File: src/rtl/sram_ctl_pkg.sv
package sram_ctl_pkg;

  typedef enum logic [2:0] {
    ST_IDLE     = 3'd0,
    ST_RD_FIRST = 3'd1,
    ST_WR_FIRST = 3'd2,
    ST_RD_BURST = 3'd3,
    ST_WR_BURST = 3'd4
  } cyc_state_e;

  typedef enum logic [1:0] {
    CMD_DESEL = 2'd0,
    CMD_START = 2'd1,
    CMD_CONT  = 2'd2
  } cyc_cmd_e;

  localparam int unsigned LANE_BITS = 9;

endpackage

File: src/rtl/sram_cmd_decode.sv
module sram_cmd_decode
  import sram_ctl_pkg::*;
#(
  parameter int unsigned LANES = 4
) (
  input  logic             ce1_n,
  input  logic             ce2,
  input  logic             ce3_n,
  input  logic             cpu_strobe_n,
  input  logic             ctl_strobe_n,
  input  logic             all_wr_n,
  input  logic             lane_wr_en_n,
  input  logic [LANES-1:0] lane_sel_n,
  output cyc_cmd_e         cmd,
  output logic [LANES-1:0] lane_mask
);

  logic [LANES-1:0] req_mask;
  logic             cpu_go;
  logic             ctl_go;
  logic             ctl_enabled;

  // Global write wins over the byte controls; otherwise byte lanes
  // follow their selects only when the byte-write enable is active.
  always_comb begin
    if (!all_wr_n) begin
      req_mask = '1;
    end else if (!lane_wr_en_n) begin
      req_mask = ~lane_sel_n;
    end else begin
      req_mask = '0;
    end
  end

  assign cpu_go      = ~cpu_strobe_n;
  assign ctl_go      = ~ctl_strobe_n & cpu_strobe_n;
  assign ctl_enabled = ~ce1_n & ce2 & ~ce3_n;

  always_comb begin
    cmd       = CMD_CONT;
    lane_mask = req_mask;
    if (cpu_go) begin
      lane_mask = '0;
      cmd       = ce1_n ? CMD_DESEL : CMD_START;
    end else if (ctl_go) begin
      if (ctl_enabled) begin
        cmd = CMD_START;
      end else begin
        cmd       = CMD_DESEL;
        lane_mask = '0;
      end
    end
  end

endmodule

File: src/rtl/sram_cycle_fsm.sv
module sram_cycle_fsm
  import sram_ctl_pkg::*;
#(
  parameter int unsigned LANES  = 4,
  parameter int unsigned ADDR_W = 4
) (
  input  logic              clk,
  input  logic              rst_n,
  input  cyc_cmd_e          cmd,
  input  logic [LANES-1:0]  lane_mask,
  input  logic [ADDR_W-1:0] addr_in,
  output cyc_state_e        state_q,
  output logic [ADDR_W-1:0] addr_q,
  output logic [LANES-1:0]  wstrb_q,
  output logic [LANES-1:0]  mem_we,
  output logic [ADDR_W-1:0] mem_waddr
);

  cyc_state_e        state_d;
  logic [LANES-1:0]  wstrb_d;
  logic              addr_load;
  logic              wr_cycle;
  logic              write_ok;

  assign wr_cycle  = |lane_mask;
  assign addr_load = (cmd == CMD_START);
  assign write_ok  = (cmd == CMD_START) ||
                     ((cmd == CMD_CONT) && (state_q != ST_IDLE));

  always_comb begin
    state_d = state_q;
    unique case (cmd)
      CMD_DESEL: state_d = ST_IDLE;
      CMD_START: state_d = wr_cycle ? ST_WR_FIRST : ST_RD_FIRST;
      CMD_CONT: begin
        if (state_q != ST_IDLE) begin
          state_d = wr_cycle ? ST_WR_BURST : ST_RD_BURST;
        end
      end
      default: state_d = ST_IDLE;
    endcase
  end

  assign wstrb_d   = write_ok ? lane_mask : '0;
  assign mem_we    = wstrb_d;
  assign mem_waddr = addr_load ? addr_in : addr_q;

  always_ff @(posedge clk or negedge rst_n) begin
    if (!rst_n) begin
      state_q <= ST_IDLE;
      wstrb_q <= '0;
    end else begin
      state_q <= state_d;
      wstrb_q <= wstrb_d;
    end
  end

  always_ff @(posedge clk or negedge rst_n) begin
    if (!rst_n) begin
      addr_q <= '0;
    end else if (addr_load) begin
      addr_q <= addr_in;
    end
  end

  AST_IDLE_HOLD: assert property (@(posedge clk) disable iff (!rst_n)
    (state_q == ST_IDLE && cmd == CMD_CONT) |=> (state_q == ST_IDLE && wstrb_q == '0));
  AST_CONT_ADDR: assert property (@(posedge clk) disable iff (!rst_n)
    (cmd == CMD_CONT) |=> $stable(addr_q));
  AST_STATE_LEGAL: assert property (@(posedge clk) disable iff (!rst_n)
    (state_q inside {ST_IDLE, ST_RD_FIRST, ST_WR_FIRST, ST_RD_BURST, ST_WR_BURST}));

endmodule

File: src/rtl/sram_lane_bank.sv
module sram_lane_bank #(
  parameter int unsigned ADDR_W = 4,
  parameter int unsigned LANE_W = 9
) (
  input  logic              clk,
  input  logic              we,
  input  logic [ADDR_W-1:0] waddr,
  input  logic [LANE_W-1:0] wdata,
  input  logic [ADDR_W-1:0] raddr,
  output logic [LANE_W-1:0] rdata
);

  localparam int unsigned DEPTH = 1 << ADDR_W;

  logic [LANE_W-1:0] mem [DEPTH];

  always_ff @(posedge clk) begin
    if (we) begin
      mem[waddr] <= wdata;
    end
  end

  assign rdata = mem[raddr];

endmodule

File: src/rtl/sram_cycle_ctrl.sv
module sram_cycle_ctrl
  import sram_ctl_pkg::*;
#(
  parameter int unsigned LANES  = 4,
  parameter int unsigned ADDR_W = 4,
  localparam int unsigned LANE_W = LANE_BITS,
  localparam int unsigned DATA_W = LANES * LANE_W
) (
  input  logic              clk,
  input  logic              rst_n,
  input  logic              ce1_n,
  input  logic              ce2,
  input  logic              ce3_n,
  input  logic              cpu_strobe_n,
  input  logic              ctl_strobe_n,
  input  logic              all_wr_n,
  input  logic              lane_wr_en_n,
  input  logic [LANES-1:0]  lane_sel_n,
  input  logic [ADDR_W-1:0] addr,
  input  logic [DATA_W-1:0] wdata,
  input  logic              oe_n,
  output logic [DATA_W-1:0] rdata,
  output logic [LANES-1:0]  dq_oe,
  output logic [LANES-1:0]  lane_wstrb,
  output logic [2:0]        cycle_state
);

  cyc_cmd_e          cmd;
  logic [LANES-1:0]  lane_mask;
  cyc_state_e        state_q;
  logic [ADDR_W-1:0] addr_q;
  logic [LANES-1:0]  mem_we;
  logic [ADDR_W-1:0] mem_waddr;
  logic              rd_state;

  sram_cmd_decode #(.LANES(LANES)) u_dec (
    .ce1_n        (ce1_n),
    .ce2          (ce2),
    .ce3_n        (ce3_n),
    .cpu_strobe_n (cpu_strobe_n),
    .ctl_strobe_n (ctl_strobe_n),
    .all_wr_n     (all_wr_n),
    .lane_wr_en_n (lane_wr_en_n),
    .lane_sel_n   (lane_sel_n),
    .cmd          (cmd),
    .lane_mask    (lane_mask)
  );

  sram_cycle_fsm #(.LANES(LANES), .ADDR_W(ADDR_W)) u_fsm (
    .clk       (clk),
    .rst_n     (rst_n),
    .cmd       (cmd),
    .lane_mask (lane_mask),
    .addr_in   (addr),
    .state_q   (state_q),
    .addr_q    (addr_q),
    .wstrb_q   (lane_wstrb),
    .mem_we    (mem_we),
    .mem_waddr (mem_waddr)
  );

  for (genvar k = 0; k < LANES; k++) begin : g_lane
    sram_lane_bank #(.ADDR_W(ADDR_W), .LANE_W(LANE_W)) u_bank (
      .clk   (clk),
      .we    (mem_we[k]),
      .waddr (mem_waddr),
      .wdata (wdata[k*LANE_W +: LANE_W]),
      .raddr (addr_q),
      .rdata (rdata[k*LANE_W +: LANE_W])
    );
  end

  // Drivers follow the registered cycle type, gated by the async enable.
  assign rd_state    = (state_q == ST_RD_FIRST) || (state_q == ST_RD_BURST);
  assign dq_oe       = {LANES{rd_state & ~oe_n}};
  assign cycle_state = state_q;

  AST_GLOBAL_ALL: assert property (@(posedge clk) disable iff (!rst_n)
    (!ctl_strobe_n && cpu_strobe_n && !ce1_n && ce2 && !ce3_n && !all_wr_n)
      |=> (lane_wstrb == {LANES{1'b1}}));
  AST_BYTE_LANES: assert property (@(posedge clk) disable iff (!rst_n)
    (!ctl_strobe_n && cpu_strobe_n && !ce1_n && ce2 && !ce3_n && all_wr_n && !lane_wr_en_n)
      |=> (lane_wstrb == ~$past(lane_sel_n)));
  AST_SECONDARY_DESEL: assert property (@(posedge clk) disable iff (!rst_n)
    (!ctl_strobe_n && cpu_strobe_n && (!ce2 || ce3_n))
      |=> (cycle_state == 3'd0 && lane_wstrb == '0));
  AST_CPU_READ: assert property (@(posedge clk) disable iff (!rst_n)
    (!cpu_strobe_n && !ce1_n) |=> (cycle_state == 3'd1 && lane_wstrb == '0));
  AST_WRITE_NO_DRIVE: assert property (@(posedge clk) disable iff (!rst_n)
    (lane_wstrb != '0) |-> (dq_oe == '0));
  AST_OE_OFF: assert property (@(posedge clk) disable iff (!rst_n)
    oe_n |-> (dq_oe == '0));

endmodule

File: config.mk
export PLATFORM = sky130hd
export DESIGN_NAME = sram_cycle_ctrl
export DESIGN_NICKNAME = d
export VERILOG_FILES = /design/src/rtl/sram_ctl_pkg.sv /design/src/rtl/sram_cmd_decode.sv /design/src/rtl/sram_cycle_fsm.sv /design/src/rtl/sram_lane_bank.sv /design/src/rtl/sram_cycle_ctrl.sv
export SDC_FILE = /design/constraint.sdc
export NUM_CORES = 1
export LEC_CHECK = 0
export ABC_CLOCK_PERIOD_IN_PS = 2770
export BUFFER_PORTS_ARGS = -buffer_cell sky130_fd_sc_hd__buf_4
export CORE_ASPECT_RATIO = 0.7
export CORE_MARGIN = 2
export CORE_UTILIZATION = 58
export DETAILED_ROUTE_END_ITERATION = 10
export PLACE_DENSITY = 0.79
export SLEW_MARGIN = 20
export SYNTH_ARGS = -nofsm -noshare
export SYNTH_HDL_FRONTEND = slang
export SYNTH_SLANG_ARGS = --single-unit
export TNS_END_PERCENT = 50
File: constraint.sdc
create_clock -name clk -period 2.77 [get_ports clk]
set_input_delay 0.1385 -clock clk [delete_from_list [all_inputs] [get_ports clk]]
set_output_delay 0.1385 -clock clk [all_outputs]
set_load 0.02 [all_outputs]
* Word-level counts from Yosys, hierarchy flattened
Memories as Yosys holds them, arrays and structs flattened.
Index checks and enable logic that the tools add are counted.
** Storage, ports and cells
- Register bits after elaboration :: 11
- RAM bits :: 576
- Input port bits :: 54
- Output and inout bits :: 47
- Memories kept :: 4
** Memory list
- g_lane[0].u_bank.mem :: depth 16, bits a word 9, read ports 1, clocked after Yosys merged registers in 0, wr ports 1, line sram_lane_bank.sv:15 : logic [LANE_W-1:0] mem [DEPTH];
- g_lane[1].u_bank.mem :: depth 16, bits a word 9, read ports 1, clocked after Yosys merged registers in 0, wr ports 1, line sram_lane_bank.sv:15
- g_lane[2].u_bank.mem :: depth 16, bits a word 9, read ports 1, clocked after Yosys merged registers in 0, wr ports 1, line sram_lane_bank.sv:15
- g_lane[3].u_bank.mem :: depth 16, bits a word 9, read ports 1, clocked after Yosys merged registers in 0, wr ports 1, line sram_lane_bank.sv:15
** Operators by class
- Eq/ne operators :: 5
- Muxes and demuxes :: 23
- Bitwise operators :: 9
- Reductions and logical operators :: 5
** Operator list (number)
- $mux W4 :: 7
- $mux W1 :: 10
- $mux W2 :: 3
- $mux W3 :: 2
- $pmux W3 S2 :: 1
- $and A1 B1 Y1 :: 4
- $not A1 Y1 :: 4
- $not A4 Y4 :: 1
- $reduce_or A4 Y1 :: 1
- $eq A3 B1 Y1 const B :: 1
- $eq A3 B2 Y1 const B :: 1
- $reduce_bool A3 Y1 :: 1
- $eq A2 B1 Y1 const B :: 1
- $eq A2 B2 Y1 const B :: 1
- $logic_or A1 B1 Y1 :: 2
- $ne A2 B2 Y1 const B :: 1
- $logic_and A1 B1 Y1 :: 1

* Longest topological paths before layout
- Depth after elaboration :: 12
- Depth in mapped cells :: 9
- Gate-level depth less buffers :: 8

* Cells and area by module
Synthesis repeated with hierarchy kept, for this count alone.
** Second synthesis, totals
- Cell total of the unflattened synthesis :: 1031
- Area, all modules :: 23005.8 sq um
** Modules (own cells, without submodules)
- sram_lane_bank :: instances 4, cells each 245, area an instance 5600.4 sq um, sequential area each 4324.1 sq um
- sram_cycle_fsm :: instances 1, cells each 34, area an instance 486.7 sq um, sequential area each 275.3 sq um
- sram_cmd_decode :: instances 1, cells each 13, area an instance 82.6 sq um, sequential area each 0.0 sq um
- sram_cycle_ctrl :: instances 1, cells each 4, area an instance 35.0 sq um, sequential area each 0.0 sq um

* Least setup slack after synthesis
Ideal clock, no wire load.
- Kind :: input -> register
- From :: input port ctl_strobe_n
- To :: memory g_lane[3].u_bank.mem[13][0] (enable)
- Setup time :: 0.374 ns
- Arrival time :: 2.299 ns
- Required time :: 2.396 ns
- Setup slack :: 0.097 ns
- Stages on the path :: 9
- Path through :: or3b_2 > a21o_1 > inv_1 > ha_1 > clkbuf_1 > nand3_1 > o21ai_0 > nand2_1 > nor2_1
** On the way
- Longest elaborated chain between the ends :: 10
- Elaborated cells between the ends (all ways) :: 14
- Classes of those cells :: eq/ne: 2; mux: 8; bitwise: 2; reduce/logical: 2
** Ends and longest elaborated chain
- start, declared :: line sram_cycle_ctrl.sv:15 : input logic ctl_strobe_n,
- $not A1 Y1 (*) :: line sram_cmd_decode.sv:36 : assign ctl_go = ~ctl_strobe_n & cpu_strobe_n;
- $and A1 B1 Y1 (*) :: line sram_cmd_decode.sv:36
- $mux W2 :: line sram_cmd_decode.sv:45 : end else if (ctl_go) begin
- $mux W2 :: line sram_cmd_decode.sv:42 : if (cpu_go) begin
- $eq A2 B2 Y1 :: line sram_cycle_fsm.sv:28 : ((cmd == CMD_CONT) && (state_q != ST_IDLE));
- $logic_and A1 B1 Y1 :: line sram_cycle_fsm.sv:28
- $logic_or A1 B1 Y1 :: line sram_cycle_fsm.sv:27 : assign write_ok = (cmd == CMD_START) ||
- $mux W4 :: line sram_cycle_fsm.sv:44 : assign wstrb_d = write_ok ? lane_mask : '0;
- $mux W1 :: line sram_lane_bank.sv:18 : if (we) begin
- $mux W1 (implied by the code) :: line sram_lane_bank.sv:19 : mem[waddr] <= wdata;
- end, declared :: line sram_lane_bank.sv:15
Every way passes the cells marked *; elsewhere a longest branch is shown, timed or not.

* Final worst setup path
- From :: register u_fsm.addr_q[0]
- To :: output port rdata[14]
** On the way
- Longest elaborated chain between the ends :: 1
** Ends and longest elaborated chain
- start, declared :: line sram_cycle_fsm.sv:13 : output logic [ADDR_W-1:0] addr_q,
- start signal, assigned :: line sram_cycle_fsm.sv:62 : addr_q <= addr_in;
- $mem_v2 Z16 W9
- end, declared :: line sram_cycle_ctrl.sv:22 : output logic [DATA_W-1:0] rdata,
Every way passes these cells.

==> metrics <==
Power Internal=15.29 mW; Core ar.=38,740 sq um; fin area=27,350 sq um; Fillers=2,364; most common cell after layout, fill and taps aside=edfxtp_1; R2R Setup Slk=0.15 ns; clk slew on worst S/H paths=0.06 ns; CP top delay family=flip-flops; Fmax achieved=0.3653 GHz; DP Area=24,930 sq um; Switching Fraction=25.01%; 1st-iter DRT viols=1,720; Rel. slew slack=37.00%; worst path arrival time=2.60 ns; die span in x=241.8 um; Routed WL per cell=26.47 um; Final Util=70.59%; I/O pin count=101; Syn Nets=1,253; clk sinks=587; Hold Fails Final Rpt=0; max-cap violations=0; Synth top area share=75.36%; worst slew pin tran=0.9415 ns; Worst Hold Depth=5; register share of total power=48.3%; Clk pwr share=35.3%; setup TNS=0 ns; critical path endpoint category=primary output; asr flop ratio synth=1.874%; critical path class=flip-flop to primary output; Hold Startpoint=lane_wr_en_n; Clock Latency Late Sink=0.59 ns; slowest CP cell=dfrtp_4; status=finished clean; maximum root-to-sink buffer count=3; crit-path cells=buf_12 -> clkbuf_16 -> mux4_2 -> a22oi_2 -> nand2_1 -> buf_4; Final ANT Viol Nets=0; Yosys reg bits=587; vias in the first global route=12,741; R2R depth=5; Worst Hold Slack=0.07949 ns; startpoint types=flip-flop; Worst Hold Path EP=u_fsm.state_q[1]; number of setup violations in the final report=0; initial antenna violation count=1; DRT Wirelength=53,530 um; Layout area overhead=19.15%; leak pwr=9.547 nW; Pwr per Cell Area=745.4 nW/um^2; GPL Wtd Cong=0.9146; Synth area leaders=edfxtp_1, mux4_2, mux2i_1; crit path buf inv count=3; final worst-path cycle share=98.82%; data required time of the worst path=2.63 ns; Initial Utilization=59.25%; max incr delay on CP=0.57 ns; NetSw=5.097 mW; first-pass GRT wire length=80,050 um; RSZ-0062 raised after global routing=no; combinational fraction of design power=16.4%; post-synthesis instance total=1,197; die height=170.4 um; Die Area=41,210 sq um; FP Rows=60; Mapped Avg Cell Area=19.17 sq um; fin nets=1,508; Seq/Total Area, Yosys=76.56%; Vias=12,527; most frequent cells in the layout=edfxtp_1, buf_4, mux2i_1, a22oi_1, mux4_2; total CTS buffers=52; final routed DRC violation total=0; Max Slew Vio Count=0; RR Endpoint=g_lane[3].u_bank.mem[9][1]; Final Skew=0.01898 ns; min Tclk post-route=2.737 ns; type of the most critical hold path=input pin to flip-flop; aggregate global routing overflow=0; worst reg2reg startpoint=u_fsm.addr_q[0]; CTS Root Cell=clkbuf_16; hpwl dp=32,520 um; port bufs=100; H-tree Lvls=2; CP Max Fanout=14; CTS tree=done; EDFF count, synth=576; layout cell share with drive strength beyond 1=27.31%; DRT Pass-1 Iters=5; GR Util All Layers=26.40%; largest net degree at the start of global routing=40; Yosys warning total=0; Synth area leader=edfxtp_1; post-synth cell types=39; Cell Area, Synth=22,950 sq um; Vias/cell=6.195; Synth Flop Type=edfxtp_1; worst vdd ir=0.5653 mV
==> flip-flops by register name, indices dropped and copies added, names as in the netlist <==
signal	count
u_fsm.state_q	3
g_lane.u_bank.mem	576
u_fsm.wstrb_q	4
u_fsm.addr_q	4
==> worst max path at each step <==
stage                                   to            start  depth (start not counted)  slack [ns]
5_1_grt                          rdata[14]  u_fsm.addr_q[0]                          6      0.0008
6_report                         rdata[14]  u_fsm.addr_q[0]                          6        0.03
3_3_place_gp   g_lane[2].u_bank.mem[11][5]     ctl_strobe_n                         11       -0.29
3_5_place_dp   g_lane[2].u_bank.mem[11][5]     ctl_strobe_n                         11       -0.38
4_1_cts                           rdata[9]  u_fsm.addr_q[0]                          5        0.01
2_1_floorplan  g_lane[3].u_bank.mem[13][0]     ctl_strobe_n                          9         0.1
==> cells by family (layout without fill, tap and decap cells) <==
logic type / after synthesis / in the layout / share of synthesized area, %
AO/OA/AOI/OAI: 130 / 130 / 4.339
multiplexers: 218 / 218 / 13.44
adder cells (fa/ha/maj): 2 / 2 / 0.1090
flip-flops: 587 / 587 / 76.56
AND/OR/NAND/NOR: 182 / 182 / 3.554
buffers and inverters: 78 / 375 / 1.995
other: 0 / 1 / 0
==> timing repair <==
item / 4_1_cts / 5_1_grt
endpoints found under the setup margin: 36 / 40
setup buffers: 2 / 3
pin swaps: 0 / 2
hold endpoints to repair: 593 / 0
gates resized for setup: 13 / 12
hold buffers: 44 / 0
gates cloned: 3 / 1
==> worst reg2reg max path: stages (launching register included) <==
cell and delay (ns):
dfrtp_4 0.57, buf_4 0.23, bufbuf_16 0.40, a32o_1 0.28, nand2_1 0.11, nor2_1 0.66
==> layout make-up <==
class / count / area (sq um) / share of cell area, %
inverter: 10 / 37.54 / 0.1373
antenna: 1 / 2.502 / 0.009151
clock inverter: 34 / 321.6 / 1.176
tap: 527 / 659.4 / 2.411
timing repair buffer: 269 / 2389 / 8.734
sequential: 587 / 17580 / 64.28
clock buffer: 62 / 1360 / 4.973
multi-input combinational: 532 / 4997 / 18.27
==> power by group through the flow <==
| stage | clock, mW | sequential [mW] | combinational, mW |
|---|---|---|---|
| after global placement | 0 | 10.0 | 3.00 |
| final | 7.19 | 9.85 | 3.35 |
| after global routing | 7.57 | 9.85 | 3.52 |
| after floorplan | 0 | 10.0 | 1.91 |
| after detailed placement | 0 | 10.0 | 3.04 |
| after CTS | 7.22 | 9.84 | 3.24 |
==> stage by stage <==
step | setup WS (ns) | instances | total power, mW
final | 0.03257 | 2022 | 20.38
after CTS | 0.01158 | 2017 | 20.31
after floorplan | 0.09684 | 1197 | 11.92
after global placement | -0.2862 | 1872 | 13.03
after detailed placement | -0.3825 | 1872 | 13.08
after global routing | 0.0008309 | 2021 | 20.94
==> metal layers <==
layer	routed length, um	share of wire, %	global-route usage, %
met5	0	0	0
met4	873	1.6	6.414
met3	5684	11	6.166
met2	25320	47	41.37
met1	21660	40	38.25
==> Yosys cell counts (2+ instances only) <==
cell type / count
a22o_1: 2
a22oi_1: 109
a32o_1: 2
buf_1: 5
buf_2: 17
buf_4: 10
buf_6: 14
clkbuf_1: 21
dfrtp_1: 11
edfxtp_1: 576
ha_1: 2
inv_1: 10
mux2_2: 2
mux2i_1: 144
mux4_2: 72
nand2_1: 53
nand2_2: 4
nand2_4: 4
nand3_1: 38
nor2_1: 71
nor2b_1: 5
o21ai_0: 8
Note: power is estimated with default switching activity, not from simulation.
